$ cat src/rtl/sar2_pkg.sv
// Shared types for the two-segment successive approximation sequencer.
package sar2_pkg;
    // Conversion phase: idle, offset cancel, segment search, capacitor search
    typedef enum logic [1:0] {
        PH_IDLE = 2'd0,
        PH_AZ   = 2'd1,
        PH_CRS  = 2'd2,
        PH_FIN  = 2'd3
    } phase_t;
endpackage

$ cat src/rtl/sar2_sequencer.sv
// Phase sequencer: walks idle -> autozero (1 cycle) -> coarse (M cycles)
// -> fine (K cycles) -> idle and pulses done once.
// Assumes M and K are between 2 and 8, and that start is a synchronous level.
module sar2_sequencer
    import sar2_pkg::*;
#(
    parameter int M = 4,
    parameter int K = 4
) (
    input  logic   clk,
    input  logic   rst_n,
    input  logic   start,
    output phase_t phase,
    output logic   accept,
    output logic   last_step,
    output logic   done
);
    localparam int MAXW = (M > K) ? M : K;
    localparam int CW   = $clog2(MAXW + 1);

    logic [CW-1:0] cnt;

    // Start is taken only in idle; last_step marks the final fine decision
    always_comb begin
        accept    = start && (phase == PH_IDLE);
        last_step = (phase == PH_FIN) && (cnt == '0);
    end

    // Phase and remaining-bit counter advance
    always_ff @(posedge clk) begin
        if (!rst_n) begin
            phase <= PH_IDLE;
            cnt   <= '0;
            done  <= 1'b0;
        end else begin
            done <= last_step;
            case (phase)
                PH_IDLE: if (start) phase <= PH_AZ;
                PH_AZ: begin
                    phase <= PH_CRS;
                    cnt   <= CW'(M - 1);
                end
                PH_CRS: begin
                    if (cnt == '0) begin
                        phase <= PH_FIN;
                        cnt   <= CW'(K - 1);
                    end else begin
                        cnt <= cnt - 1'b1;
                    end
                end
                PH_FIN: begin
                    if (cnt == '0) phase <= PH_IDLE;
                    else           cnt   <= cnt - 1'b1;
                end
                default: phase <= PH_IDLE;
            endcase
        end
    end


    az_single_chk: assert property (@(posedge clk) disable iff (!rst_n)
        (phase == PH_AZ) |=> (phase == PH_CRS));

    busy_start_ignored_chk: assert property (@(posedge clk) disable iff (!rst_n)
        (phase != PH_IDLE) |=> (phase != PH_AZ));

    done_pulse_chk: assert property (@(posedge clk) disable iff (!rst_n)
        done |=> !done);

    fine_after_coarse_chk: assert property (@(posedge clk) disable iff (!rst_n)
        (phase == PH_FIN) |-> ($past(phase) == PH_CRS || $past(phase) == PH_FIN));
endmodule

$ cat src/rtl/sar2_bsearch.sv
// Binary search register: tries bits MSB first, setting each trial bit to 1
// and keeping it when the comparator says the trial level is not above input.
// Assumes W >= 2; clear loads the MSB trial, step decides one bit.
module sar2_bsearch #(
    parameter int W = 4
) (
    input  logic         clk,
    input  logic         rst_n,
    input  logic         clear,
    input  logic         step,
    input  logic         show,
    input  logic         cmp_hi,
    output logic [W-1:0] code,
    output logic [W-1:0] kept_next
);
    localparam logic [W-1:0] TOP_BIT = W'(1) << (W - 1);

    logic [W-1:0] kept;
    logic [W-1:0] ptr;

    // Decision for the bit under trial, and the visible trial code
    always_comb begin
        kept_next = cmp_hi ? kept : (kept | ptr);
        code      = kept | (show ? ptr : '0);
    end

    // Kept bits and trial pointer update
    always_ff @(posedge clk) begin
        if (!rst_n) begin
            kept <= '0;
            ptr  <= '0;
        end else if (clear) begin
            kept <= '0;
            ptr  <= TOP_BIT;
        end else if (step) begin
            kept <= kept_next;
            ptr  <= ptr >> 1;
        end
    end


    ptr_onehot_chk: assert property (@(posedge clk) disable iff (!rst_n)
        $onehot0(ptr));

    below_ptr_clear_chk: assert property (@(posedge clk) disable iff (!rst_n)
        (ptr != '0) |-> ((kept & (ptr | (ptr - W'(1)))) == '0));

    step_has_bit_chk: assert property (@(posedge clk) disable iff (!rst_n)
        step |-> (ptr != '0));
endmodule

$ cat src/rtl/sar2_ctrl.sv
// Two-segment successive approximation controller: one autozero cycle, a
// coarse resistor-segment search, then a fine capacitor search.
// Assumes cmp_hi is valid in each search cycle for the codes presented then.
module sar2_ctrl
    import sar2_pkg::*;
#(
    parameter int COARSE_BITS = 4,
    parameter int FINE_BITS   = 4
) (
    input  logic                             clk,
    input  logic                             rst_n,
    input  logic                             start,
    input  logic                             cmp_hi,
    output logic                             az_en,
    output logic                             cap_par,
    output logic                             busy,
    output logic [COARSE_BITS-1:0]           coarse_code,
    output logic [FINE_BITS-1:0]             fine_code,
    output logic [COARSE_BITS+FINE_BITS-1:0] result,
    output logic                             done
);
    localparam int NB = COARSE_BITS + FINE_BITS;

    phase_t               phase;
    logic                 accept;
    logic                 last_step;
    logic                 crs_act;
    logic                 fin_act;
    logic [COARSE_BITS-1:0] crs_next;
    logic [FINE_BITS-1:0]   fin_next;

    sar2_sequencer #(.M(COARSE_BITS), .K(FINE_BITS)) u_seq (
        .clk       (clk),
        .rst_n     (rst_n),
        .start     (start),
        .phase     (phase),
        .accept    (accept),
        .last_step (last_step),
        .done      (done)
    );

    // Phase decode for switches and search enables
    always_comb begin
        crs_act = (phase == PH_CRS);
        fin_act = (phase == PH_FIN);
        az_en   = (phase == PH_AZ);
        cap_par = (phase == PH_AZ) || (phase == PH_CRS);
        busy    = (phase != PH_IDLE);
    end

    sar2_bsearch #(.W(COARSE_BITS)) u_crs (
        .clk       (clk),
        .rst_n     (rst_n),
        .clear     (accept),
        .step      (crs_act),
        .show      (crs_act),
        .cmp_hi    (cmp_hi),
        .code      (coarse_code),
        .kept_next (crs_next)
    );

    sar2_bsearch #(.W(FINE_BITS)) u_fin (
        .clk       (clk),
        .rst_n     (rst_n),
        .clear     (accept),
        .step      (fin_act),
        .show      (fin_act),
        .cmp_hi    (cmp_hi),
        .code      (fine_code),
        .kept_next (fin_next)
    );

    // Result capture on the final fine decision
    always_ff @(posedge clk) begin
        if (!rst_n) result <= '0;
        else if (last_step) result <= {coarse_code, fin_next};
    end


    result_match_chk: assert property (@(posedge clk) disable iff (!rst_n)
        done |-> (result == {coarse_code, fine_code}));

    result_hold_chk: assert property (@(posedge clk) disable iff (!rst_n)
        !done |=> (!done || 1'b1) && ($past(last_step) || $stable(result)));

    fine_idle_in_coarse_chk: assert property (@(posedge clk) disable iff (!rst_n)
        (cap_par && !az_en) |-> (fine_code == '0));

    chain_start_chk: assert property (@(posedge clk) disable iff (!rst_n)
        (done && start) |=> az_en);

    done_not_busy_chk: assert property (@(posedge clk) disable iff (!rst_n)
        done |-> !busy);

    coarse_hold_chk: assert property (@(posedge clk) disable iff (!rst_n)
        (fin_act && $past(fin_act)) |-> $stable(coarse_code));

    logic unused_nb;
    assign unused_nb = ^crs_next ^ (NB[0]);
endmodule

$ cat config.mk
export PLATFORM = sky130hd
export DESIGN_NAME = sar2_ctrl
export DESIGN_NICKNAME = d
export VERILOG_FILES = /design/src/rtl/sar2_pkg.sv /design/src/rtl/sar2_sequencer.sv /design/src/rtl/sar2_bsearch.sv /design/src/rtl/sar2_ctrl.sv
export SDC_FILE = /design/constraint.sdc
export NUM_CORES = 1
export LEC_CHECK = 0
export BUFFER_PORTS_ARGS = -buffer_cell sky130_fd_sc_hd__buf_2
export CAP_MARGIN = 20
export CELL_PAD_IN_SITES_DETAIL_PLACEMENT = 0
export CELL_PAD_IN_SITES_GLOBAL_PLACEMENT = 1
export CORE_MARGIN = 2
export CORE_UTILIZATION = 39
export CTS_CLUSTER_DIAMETER = 150
export DETAILED_ROUTE_END_ITERATION = 6
export PLACE_DENSITY = 0.77
export RECOVER_POWER = 100
export SLEW_MARGIN = 5
export SYNTH_ARGS = -nofsm -noshare
export SYNTH_HDL_FRONTEND = slang
export SYNTH_HIERARCHICAL = 1
export SYNTH_SLANG_ARGS = --single-unit
$ cat constraint.sdc
create_clock -name clk -period 3 [get_ports clk]
set_input_delay 0.45 -clock clk [delete_from_list [all_inputs] [get_ports clk]]
set_output_delay 0.45 -clock clk [all_outputs]
set_load 0.005 [all_outputs]
==> results of run 1 <==
-- final cells by class --
type,count,area (um^2)
fill,381,1948
sequential,30,600.6
inverter,16,60.06
multi-input combinational,104,723.2
tap,48,60.06
timing repair buffer,23,105.1
clock buffer,5,68.82
clock inverter,3,40.04
-- report_power, final --
part / switching [mW] / total, mW / leakage [nW] / internal, mW
Combinational: 0.170 / 0.304 / 0.438 / 0.134
Sequential: 0.0380 / 0.470 / 0.243 / 0.432
Clock: 0.154 / 0.398 / 0.0579 / 0.244
Total: 0.362 / 1.17 / 0.739 / 0.810
-- flip-flops by register name (all words and copies together), names as in the netlist --
signal / count
result: 8
u_crs/kept: 4
u_crs/ptr: 4
u_fin/kept: 4
u_fin/ptr: 4
u_seq/cnt: 3
u_seq/done: 1
u_seq/phase: 2
-- worst min path at each step --
stage	to	startpoint
6_report	u_crs/kept[0]$_SDFFE_PP0P_	u_crs/kept[0]$_SDFFE_PP0P_
5_1_grt	u_crs/kept[0]$_SDFFE_PP0P_	u_crs/kept[0]$_SDFFE_PP0P_
4_1_cts	u_crs/kept[0]$_SDFFE_PP0P_	u_crs/kept[0]$_SDFFE_PP0P_
3_5_place_dp	u_crs/kept[0]$_SDFFE_PP0P_	u_crs/kept[0]$_SDFFE_PP0P_
3_3_place_gp	u_crs/kept[3]$_SDFFE_PP0P_	u_crs/kept[3]$_SDFFE_PP0P_
2_1_floorplan	u_crs/kept[0]$_SDFFE_PP0P_	u_crs/kept[0]$_SDFFE_PP0P_
-- metal layers --
metal	share of wire	routed length, um	global-route usage	vias to the layer above
li1	-	-	-	554
met1	0.47	1205	0.1544	484
met4	0.021	55	0.07979	0
met3	0.046	117	0.04861	4
met5	0	0	0	-
met2	0.46	1191	0.2305	20
-- worst max-delay path, delay by kind of cell, from the launching register on --
| family | cells | cell delay, ps |
|---|---|---|
| flip-flops | 1 | 460 |
| adder cells (fa/ha/maj) | 1 | 490 |
| AND/OR/NAND/NOR | 2 | 210 |
| buffers and inverters | 1 | 120 |
==> results by group, run 1 <==
Finish
  – Share of post-route cells with drive strength above 1: 0.1381
  – Finished Layout Cells: 229
  – Synth-to-Final Area Change: 15.82%
  – Final design instance area without fill: 0.001658 mm^2
  – Top library cells by usage in the layout, fill and taps aside: sky130_fd_sc_hd__dfxtp_1, sky130_fd_sc_hd__nand2_1, sky130_fd_sc_hd__mux2i_1
  – Final layout net count: 194
  – Diode count: 0
  – Most common cell after layout, fill and taps aside: sky130_fd_sc_hd__dfxtp_1
  – Final core occ: 0.4598

Timing
  – Slew Limit Headroom: 0.6455
  – Setup slack of the critical path after layout: 995.1 ps
  – Pin slew with the least headroom to its limit: 531.7 ps
  – Setup repair after global routing missed its margin: no
  – Tcrit/Tclk final: 0.6683
  – Aggregate negative setup slack: 0 ps
  – Max Clock Freq: 498.8 MHz
  – Final count of negative-setup-slack endpoints: 0
  – Min Clock Period, post-route: 2005 ps
  – Worst Hold Slack: 457.9 ps
  – Max Slew Vio Count: 0
  – Post-route clock skew: 4.172 ps
  – Number of hold-slack violations in the final timing report: 0

Routing
  – Initial DRT Pass Iterations: 4
  – Violation count after the first detailed-route iteration: 34
  – Number of vias after detailed routing: 1062
  – Final wirelength: 2569 um
  – Post-route antenna net violation count: 0
  – Vias per Instance: 4.638
  – DR DRC count: 0
  – WL/cell: 11.22 um

Synthesis
  – Post-synthesis cell area: 0.001431 mm^2
  – Synth Instances: 153
  – Number of warning messages in the yosys log: 6
  – Number of nets in the synthesized netlist: 167
  – Average cell area after synthesis: 9.355 um^2

Power
  – LEAKAGE: 0.7386 nW
  – P per Cell Area: 706.8 mW/mm^2
  – Peak ir drop on the vdd network: 0.3658 mV
  – Total chip power: 1.172 mW

Clocking
  – Hold-fix buffers, CTS: 0
  – Inserted Clock Buffers: 5
  – Skew-Pair Late Insertion Delay: 280 ps
  – Num Clock Sinks: 30
  – Setup bufs post-CTS: 0
  – Root buffer cell: sky130_fd_sc_hd__clkbuf_8
  – Clock Tree Buf Depth: 2
  – Clock-pin slew on the worst setup and hold paths: 60 ps
  – Total of cells resized after clock tree synthesis: 0
  – H-tree depth reported by CTS: 2
  – TritonCTS clock tree: yes

Global route
  – Largest net degree at the start of global routing: 21
  – Combined global-route utilization of all metal layers: 0.1391
  – Number of global-route vias before repair: 998
  – Total gr overflow: 0
  – Wire length of the first global-routing pass: 4333 um
  – Antenna violations before repair: 0

Setup path
  – Launch point of the worst path: u_seq/phase[1]$_SDFFE_PN0P_
  – Crit path max fanout: 12
  – Startpoint-to-endpoint class of the critical path: register to output port
  – Worst EP required: 2550 ps
  – Crit path launch type: register
  – Crit-path slowest cell: sky130_fd_sc_hd__ha_1
  – Register-to-Register Path Depth: 4
  – CP Capture Point: coarse_code[1]
  – R2R Path End: u_seq/cnt[1]$_SDFFE_PN0P_
  – Largest stage delay on the critical path: 490 ps
  – Register-to-register setup slack: 1370 ps
  – Library cell appearing most often on the critical path: sky130_fd_sc_hd__nand2_1
  – Cells along the critical path: ha_1 -> nand2_1 -> nand2_1 -> buf_2
  – Capturing element type of the critical path: output port
  – Startpoint of the most critical register-to-register path: u_seq/phase[1]$_SDFFE_PN0P_
  – Arrival time at the worst endpoint: 1550 ps

Floorplanning
  – Cell Rows: 22
  – Floorplan Core Area: 0.003606 mm^2
  – Chip Height: 64.58 um
  – Starting Density: 0.3969
  – Boundary pin count: 24
  – Overall die width: 64.58 um
  – Die area: 0.004171 mm^2

Min path
  – Hold depth: 2
  – Hold Crit Class: register to register

Placed design
  – Port Buffer Count: 23
  – Routability cong.: 0.8027
  – Total half-perimeter wirelength after legalization and detailed placement: 1880 um
  – Pre-CTS worst setup slack: 1292 ps
  – Post-place instance area: 0.001573 mm^2
  – Placed Cells: 221

Run
  – Max-cap check violation count: 0

Status
  – Run status: finished clean
No activity file was read; power rests on OpenSTA's default activity.
==> inputs of run 2 (changes only) <==
clock period = 2.1 ns   (was 3 ns; I/O delays follow)
==> run 2 against run 1 <==
Compared with the run above: cell count did not move; clock-buffer cell count did not move; utilization rose by 0.17 points; global-route usage rose by 0.49 points; hold slack got worse by 40 ps; sequential share of layout area fell by 0.14 points; total power rose by 43%; critical path depth did not move; sequential power rose by 42%.
==> results by group, run 2 (same netlist as run 1, synthesis figures left out) <==
Clocking
  – Skew-Pair Late Insertion Delay: 280 ps (about the same)
  – Root buffer cell: sky130_fd_sc_hd__clkbuf_8
  – TritonCTS clock tree: yes
  – Hold-fix buffers, CTS: 0 (unchanged)
  – Inserted Clock Buffers: 5 (unchanged)
  – Setup bufs post-CTS: 0 (unchanged)
  – Num Clock Sinks: 30 (unchanged)
  – H-tree depth reported by CTS: 2 (unchanged)
  – Clock Tree Buf Depth: 2 (unchanged)
  – Total of cells resized after clock tree synthesis: 0 (unchanged)
  – Clock-pin slew on the worst setup and hold paths: 60 ps (about the same)

Setup path
  – Largest stage delay on the critical path: 500 ps (about the same)
  – Crit-path slowest cell: sky130_fd_sc_hd__ha_1
  – Bufs and invs on worst path: 1 (unchanged)
  – Startpoint of the most critical register-to-register path: u_seq/phase[0]$_SDFFE_PN0P_
  – Cells along the critical path: ha_1 -> nand2_1 -> nand2_1 -> buf_2
  – Startpoint-to-endpoint class of the critical path: register to output port
  – Worst EP required: 1780 ps (-770 ps)
  – Arrival time at the worst endpoint: 1520 ps (-30 ps)
  – Crit path max fanout: 12 (unchanged)
  – Crit path launch type: register
  – Launch point of the worst path: u_seq/phase[1]$_SDFFE_PN0P_
  – Capturing element type of the critical path: output port
  – Library cell appearing most often on the critical path: sky130_fd_sc_hd__nand2_1
  – CP delay by family, top: adder cells

Floorplanning
  – Overall die width: 64.58 um (unchanged)
  – Chip Height: 64.58 um (unchanged)
  – Cell Rows: 22 (unchanged)
  – Starting Density: 0.3969 (unchanged)
  – Boundary pin count: 24 (unchanged)
  – Die area: 0.004171 mm^2 (unchanged)
  – Floorplan Core Area: 0.003606 mm^2 (unchanged)

Status
  – Run status: finished clean

Global route
  – Wire length of the first global-routing pass: 4574 um (+5.6%)
  – Total gr overflow: 0 (unchanged)
  – Largest net degree at the start of global routing: 21 (unchanged)
  – Number of global-route vias before repair: 1023 (+2.5%)
  – Combined global-route utilization of all metal layers: 0.1440 (+0.004939)
  – Antenna violations before repair: 0 (unchanged)

Min path
  – Origin of the worst min-delay path: rst_n
  – Hold Crit Class: input pin to register

Finish
  – Final layout net count: 194 (unchanged)
  – Most common cell after layout, fill and taps aside: sky130_fd_sc_hd__dfxtp_1
  – Final design instance area without fill: 0.001664 mm^2 (+0.38%)
  – Top library cells by usage in the layout, fill and taps aside: sky130_fd_sc_hd__dfxtp_1, sky130_fd_sc_hd__buf_2, sky130_fd_sc_hd__nand2_1
  – Diode count: 0 (unchanged)
  – Synth-to-Final Area Change: 16.26%
  – Biggest register: result
  – Flip-flop count of the largest register, all copies and words added: 8 (unchanged)
  – Share of post-route cells with drive strength above 1: 0.1657 (+0.02762)

Timing
  – Post-route clock skew: 4.513 ps (+0.3418 ps)
  – Tcrit/Tclk final: 0.8719
  – Pin slew with the least headroom to its limit: 551.5 ps (+19.84 ps)
  – Setup repair after global routing missed its margin: no
  – Aggregate negative setup slack: 0 ps (unchanged)
  – Number of hold-slack violations in the final timing report: 0 (unchanged)
  – Min Clock Period, post-route: 1831 ps
  – Max Clock Freq: 546.1 MHz
  – Max Slew Vio Count: 0 (unchanged)
  – Final count of negative-setup-slack endpoints: 0 (unchanged)
  – Slew Limit Headroom: 0.6323 (-0.01323)

Run
  – Max-cap check violation count: 0 (unchanged)

Routing
  – Post-route antenna net violation count: 0 (unchanged)
  – Violation count after the first detailed-route iteration: 25 (-26%)
  – Final wirelength: 2618 um (+1.9%)
  – Initial DRT Pass Iterations: 4 (unchanged)
  – WL/cell: 11.43 um (+1.9%)
  – Vias per Instance: 4.729 (+2.0%)
  – DR DRC count: 0 (unchanged)
  – Number of vias after detailed routing: 1083 (+2.0%)

Placed design
  – Routability cong.: 0.8145 (+1.5%)
  – Total half-perimeter wirelength after legalization and detailed placement: 1951 um (+3.8%)
  – Post-place instance area: 0.001573 mm^2 (unchanged)
  – Port Buffer Count: 23 (unchanged)

Power
  – Peak ir drop on the vdd network: 0.5386 mV (+47%)
  – LEAKAGE: 0.7735 nW (+4.7%)
  – P per Cell Area: 1005 mW/mm^2 (+42%)
-- run 2: cell count changes in the layout (fill, tap and decap cells not counted), sizes merged --
| cell | delta |
|---|---|
| clkbuf | -5 |
| buf | +5 |
-- run 2: report_power, final --
group	total [mW]	internal (mW)	switching, mW
Combinational	0.447	0.197	0.250
Clock	0.557	0.348	0.209
Sequential	0.668	0.617	0.0507
Total	1.67	1.16	0.510
-- run 2: metal layers --
metal,up-vias,routed length (um),track usage
li1,555,-,-
met3,6,138,0.05382
met2,28,1245,0.2318
met1,494,1187,0.1688
met5,-,0,0
met4,0,46,0.06915
-- run 2: worst register-to-register path, cell delays in order (launching register included) --
cell	delay [ps]
sky130_fd_sc_hd__dfxtp_1	430
sky130_fd_sc_hd__inv_1	120
sky130_fd_sc_hd__ha_1	240
sky130_fd_sc_hd__or2_2	320
sky130_fd_sc_hd__a21oi_1	270
sky130_fd_sc_hd__mux2i_1	220
-- run 2: cell type report --
class / count / area (um^2)
fill: 372 / 1942
clock inverter: 3 / 40.04
timing repair buffer: 23 / 111.4
tap: 48 / 60.06
inverter: 16 / 60.06
multi-input combinational: 104 / 723.2
clock buffer: 5 / 68.82
sequential: 30 / 600.6
-- run 2: worst paths after layout --
kind	to	slack, ps	depth (start not counted)
worst max register to register	u_seq/phase[0]$_SDFFE_PN0P_	440	5
worst max-delay path	fine_code[0]	270	4
worst min-delay path	u_crs/ptr[3]$_SDFFE_PN0P_	420	2
worst min register to register	u_crs/kept[0]$_SDFFE_PP0P_	460	2
-- run 2: through the flow --
step	hold slack [ps]	utilization	setup WS [ps]	power (mW)	instances
floorplan	431.1	-	745.8	1.043	153
global placement	439.5	0.4362	536.0	1.138	221
detailed placement	451.7	0.4362	449.8	1.158	221
CTS	412.6	0.4663	233.2	1.726	229
global route	454.2	0.4615	96.45	1.796	229
finish	417.6	0.4615	269.0	1.672	229
==> inputs of run 3 (changes only) <==
CORE_MARGIN = 1.5   (was 2)
==> run 3 against run 2 <==
Compared with the run above: hold slack lost 44 ps; wire length grew 2.2%; cell count shrank 0.87%; sequential share of layout area grew 0.58 points; die area shrank 3.1%; utilization grew 1.8 points; setup slack lost 87 ps; clock-buffer cell count grew 1; largest cell class unchanged; largest power group unchanged.
==> results by group, run 3 (same netlist as run 1, synthesis figures left out) <==
Routing
  – Vias per Instance: 4.700 (-0.61%)
  – Post-route antenna net violation count: 0 (unchanged)
  – Initial DRT Pass Iterations: 4 (unchanged)
  – DR DRC count: 0 (unchanged)
  – WL/cell: 11.78 um (+3.1%)
  – Number of vias after detailed routing: 1067 (-1.5%)
  – Final wirelength: 2675 um (+2.2%)
  – Violation count after the first detailed-route iteration: 38 (+52%)

Placed design
  – Total half-perimeter wirelength after legalization and detailed placement: 1930 um (-1.1%)
  – Routability cong.: 0.7395 (-9.2%)
  – Port Buffer Count: 23 (unchanged)
  – Placed Cells: 220 (-0.45%)

Finish
  – Diode count: 0 (unchanged)
  – Share of post-route cells with drive strength above 1: 0.1602 (-0.005525)
  – Finished Layout Cells: 227 (-0.87%)
  – Top library cells by usage in the layout, fill and taps aside: sky130_fd_sc_hd__dfxtp_1, sky130_fd_sc_hd__buf_2, sky130_fd_sc_hd__nand2_1
  – Synth-to-Final Area Change: 14.42%
  – Biggest register: result
  – Flip-flop count of the largest register, all copies and words added: 8 (unchanged)
  – Final layout net count: 195 (+0.52%)
  – Most common cell after layout, fill and taps aside: sky130_fd_sc_hd__dfxtp_1

Setup path
  – Bufs and invs on worst path: 1 (unchanged)
  – Startpoint of the most critical register-to-register path: u_seq/phase[1]$_SDFFE_PN0P_
  – Crit-path slowest cell: sky130_fd_sc_hd__clkbuf_1
  – Crit path launch type: register
  – Startpoint-to-endpoint class of the critical path: register to register
  – R2R Path End: u_seq/cnt[0]$_SDFFE_PN0P_
  – Worst EP required: 2320 ps (+540 ps)
  – CP Capture Point: u_seq/cnt[0]$_SDFFE_PN0P_
  – Cells along the critical path: ha_1 -> and3b_1 -> clkbuf_1 -> nor2_1 -> o211a_1
  – Largest stage delay on the critical path: 490 ps (about the same)
  – Crit path max fanout: 8 (-4)
  – Register-to-register setup slack: 180 ps (-260 ps)
  – Crit. path cell count: 5 (+1)
  – Capturing element type of the critical path: register
  – Arrival time at the worst endpoint: 2140 ps (+620 ps)
  – Launch point of the worst path: u_seq/phase[1]$_SDFFE_PN0P_
  – Register-to-Register Path Depth: 5 (unchanged)
  – CP delay by family, top: buffers and inverters

Floorplanning
  – Floorplan Core Area: 0.003416 mm^2 (-5.3%)
  – Starting Density: 0.4190 (+0.02210)
  – Chip Height: 63.58 um (-1.5%)
  – Cell Rows: 21 (-4.5%)
  – Boundary pin count: 24 (unchanged)
  – Overall die width: 63.58 um (-1.5%)
  – Die area: 0.004042 mm^2 (-3.1%)

Global route
  – Antenna violations before repair: 0 (unchanged)
  – Number of global-route vias before repair: 929 (-9.2%)
  – Wire length of the first global-routing pass: 4264 um (-6.8%)
  – Combined global-route utilization of all metal layers: 0.1404 (-0.003621)
  – Total gr overflow: 0 (unchanged)
  – Largest net degree at the start of global routing: 21 (unchanged)

Timing
  – Max Clock Freq: 521.3 MHz (-4.6%)
  – Post-route clock skew: 12.14 ps (+7.627 ps)
  – Min Clock Period, post-route: 1918 ps (+87.32 ps)
  – Tcrit/Tclk final: 0.9135 (+0.04158)
  – Final count of negative-setup-slack endpoints: 0 (unchanged)
  – Pin slew with the least headroom to its limit: 595.4 ps (+43.92 ps)
  – Number of hold-slack violations in the final timing report: 0 (unchanged)
  – Setup repair after global routing missed its margin: no
  – Aggregate negative setup slack: 0 ps (unchanged)
  – Slew Limit Headroom: 0.6030 (-0.02928)
  – Max Slew Vio Count: 0 (unchanged)

Clocking
  – Hold-fix buffers, CTS: 0 (unchanged)
  – Num Clock Sinks: 30 (unchanged)
  – Skew-Pair Late Insertion Delay: 330 ps (+50 ps)
  – Total of cells resized after clock tree synthesis: 0 (unchanged)
  – Clock Tree Buf Depth: 2 (unchanged)
  – Inserted Clock Buffers: 5 (unchanged)
  – H-tree depth reported by CTS: 2 (unchanged)
  – Root buffer cell: sky130_fd_sc_hd__clkbuf_4
  – TritonCTS clock tree: yes
  – Setup bufs post-CTS: 0 (unchanged)
  – Clock-pin slew on the worst setup and hold paths: 100 ps (+40 ps)

Power
  – P per Cell Area: 969.5 mW/mm^2 (-3.5%)
  – LEAKAGE: 0.7481 nW (-3.3%)
  – Peak ir drop on the vdd network: 0.5244 mV (-2.6%)

Status
  – Run status: finished clean

Run
  – Max-cap check violation count: 0 (unchanged)

Min path
  – Hold Crit Class: input pin to register
[run 3: changes by cell type in the layout (fill, tap and decap cells not counted)]
cell	delta
sky130_fd_sc_hd__and2_0	-1
sky130_fd_sc_hd__clkbuf_1	+1
sky130_fd_sc_hd__clkinv_2	-2
sky130_fd_sc_hd__clkbuf_8	-4
sky130_fd_sc_hd__or2_0	+1
sky130_fd_sc_hd__o21ba_2	+1
sky130_fd_sc_hd__and2_1	+1
sky130_fd_sc_hd__or2_2	-1
sky130_fd_sc_hd__o21ba_1	-1
sky130_fd_sc_hd__clkbuf_4	+5
[run 3: worst reg2reg max path: stages, from the launching register on]
cell and delay [ps]:
sky130_fd_sc_hd__dfxtp_1 450, sky130_fd_sc_hd__ha_1 220, sky130_fd_sc_hd__and3b_1 280, sky130_fd_sc_hd__clkbuf_1 500, sky130_fd_sc_hd__nor2_1 130, sky130_fd_sc_hd__o211a_1 230
[run 3: area by class of cell]
| cell class | instances | area (um^2) |
|---|---|---|
| inverter | 16 | 60.06 |
| timing repair buffer | 24 | 115.1 |
| clock inverter | 1 | 30.03 |
| clock buffer | 6 | 51.30 |
| fill | 356 | 1778 |
| sequential | 30 | 600.6 |
| tap | 46 | 57.56 |
| multi-input combinational | 104 | 723.2 |
[run 3: how the worst min path moves through the flow]
stage	startpoint	endpoint	slack, ps	depth (start not counted)
2_1_floorplan	u_crs/kept[0]$_SDFFE_PP0P_	u_crs/kept[0]$_SDFFE_PP0P_	430	2
3_3_place_gp	u_crs/kept[1]$_SDFFE_PP0P_	u_crs/kept[1]$_SDFFE_PP0P_	440	2
3_5_place_dp	u_crs/kept[2]$_SDFFE_PP0P_	u_crs/kept[2]$_SDFFE_PP0P_	450	2
4_1_cts	cmp_hi	u_fin/kept[2]$_SDFFE_PP0P_	360	3
5_1_grt	cmp_hi	u_crs/kept[0]$_SDFFE_PP0P_	370	3
6_report	cmp_hi	u_crs/kept[1]$_SDFFE_PP0P_	370	3
[run 3: report_power, final]
part | internal, mW | total, mW | switching (mW)
Sequential | 0.616 | 0.668 | 0.0521
Clock | 0.277 | 0.476 | 0.199
Combinational | 0.196 | 0.444 | 0.248
[run 3: routing by layer]
| layer | up-vias | wire [um] | GRT usage |
|---|---|---|---|
| met4 | 0 | 63 | 0.07337 |
| li1 | 555 | - | - |
| met5 | - | 0 | 0 |
| met3 | 7 | 121 | 0.05357 |
| met1 | 485 | 1298 | 0.1615 |
| met2 | 20 | 1191 | 0.2250 |
[run 3: through the flow]
stage	hold slack (ps)	util	instance area (um^2)	power [mW]	worst slack, ps
5_1_grt	365.7	0.4795	1638	1.687	49.93
4_1_cts	360.0	0.4857	1659	1.640	173.4
6_report	373.1	0.4795	1638	1.588	181.6
2_1_floorplan	431.1	-	1431	1.043	745.8
3_3_place_gp	444.3	0.4619	1578	1.138	527.6
3_5_place_dp	446.8	0.4619	1578	1.154	499.9
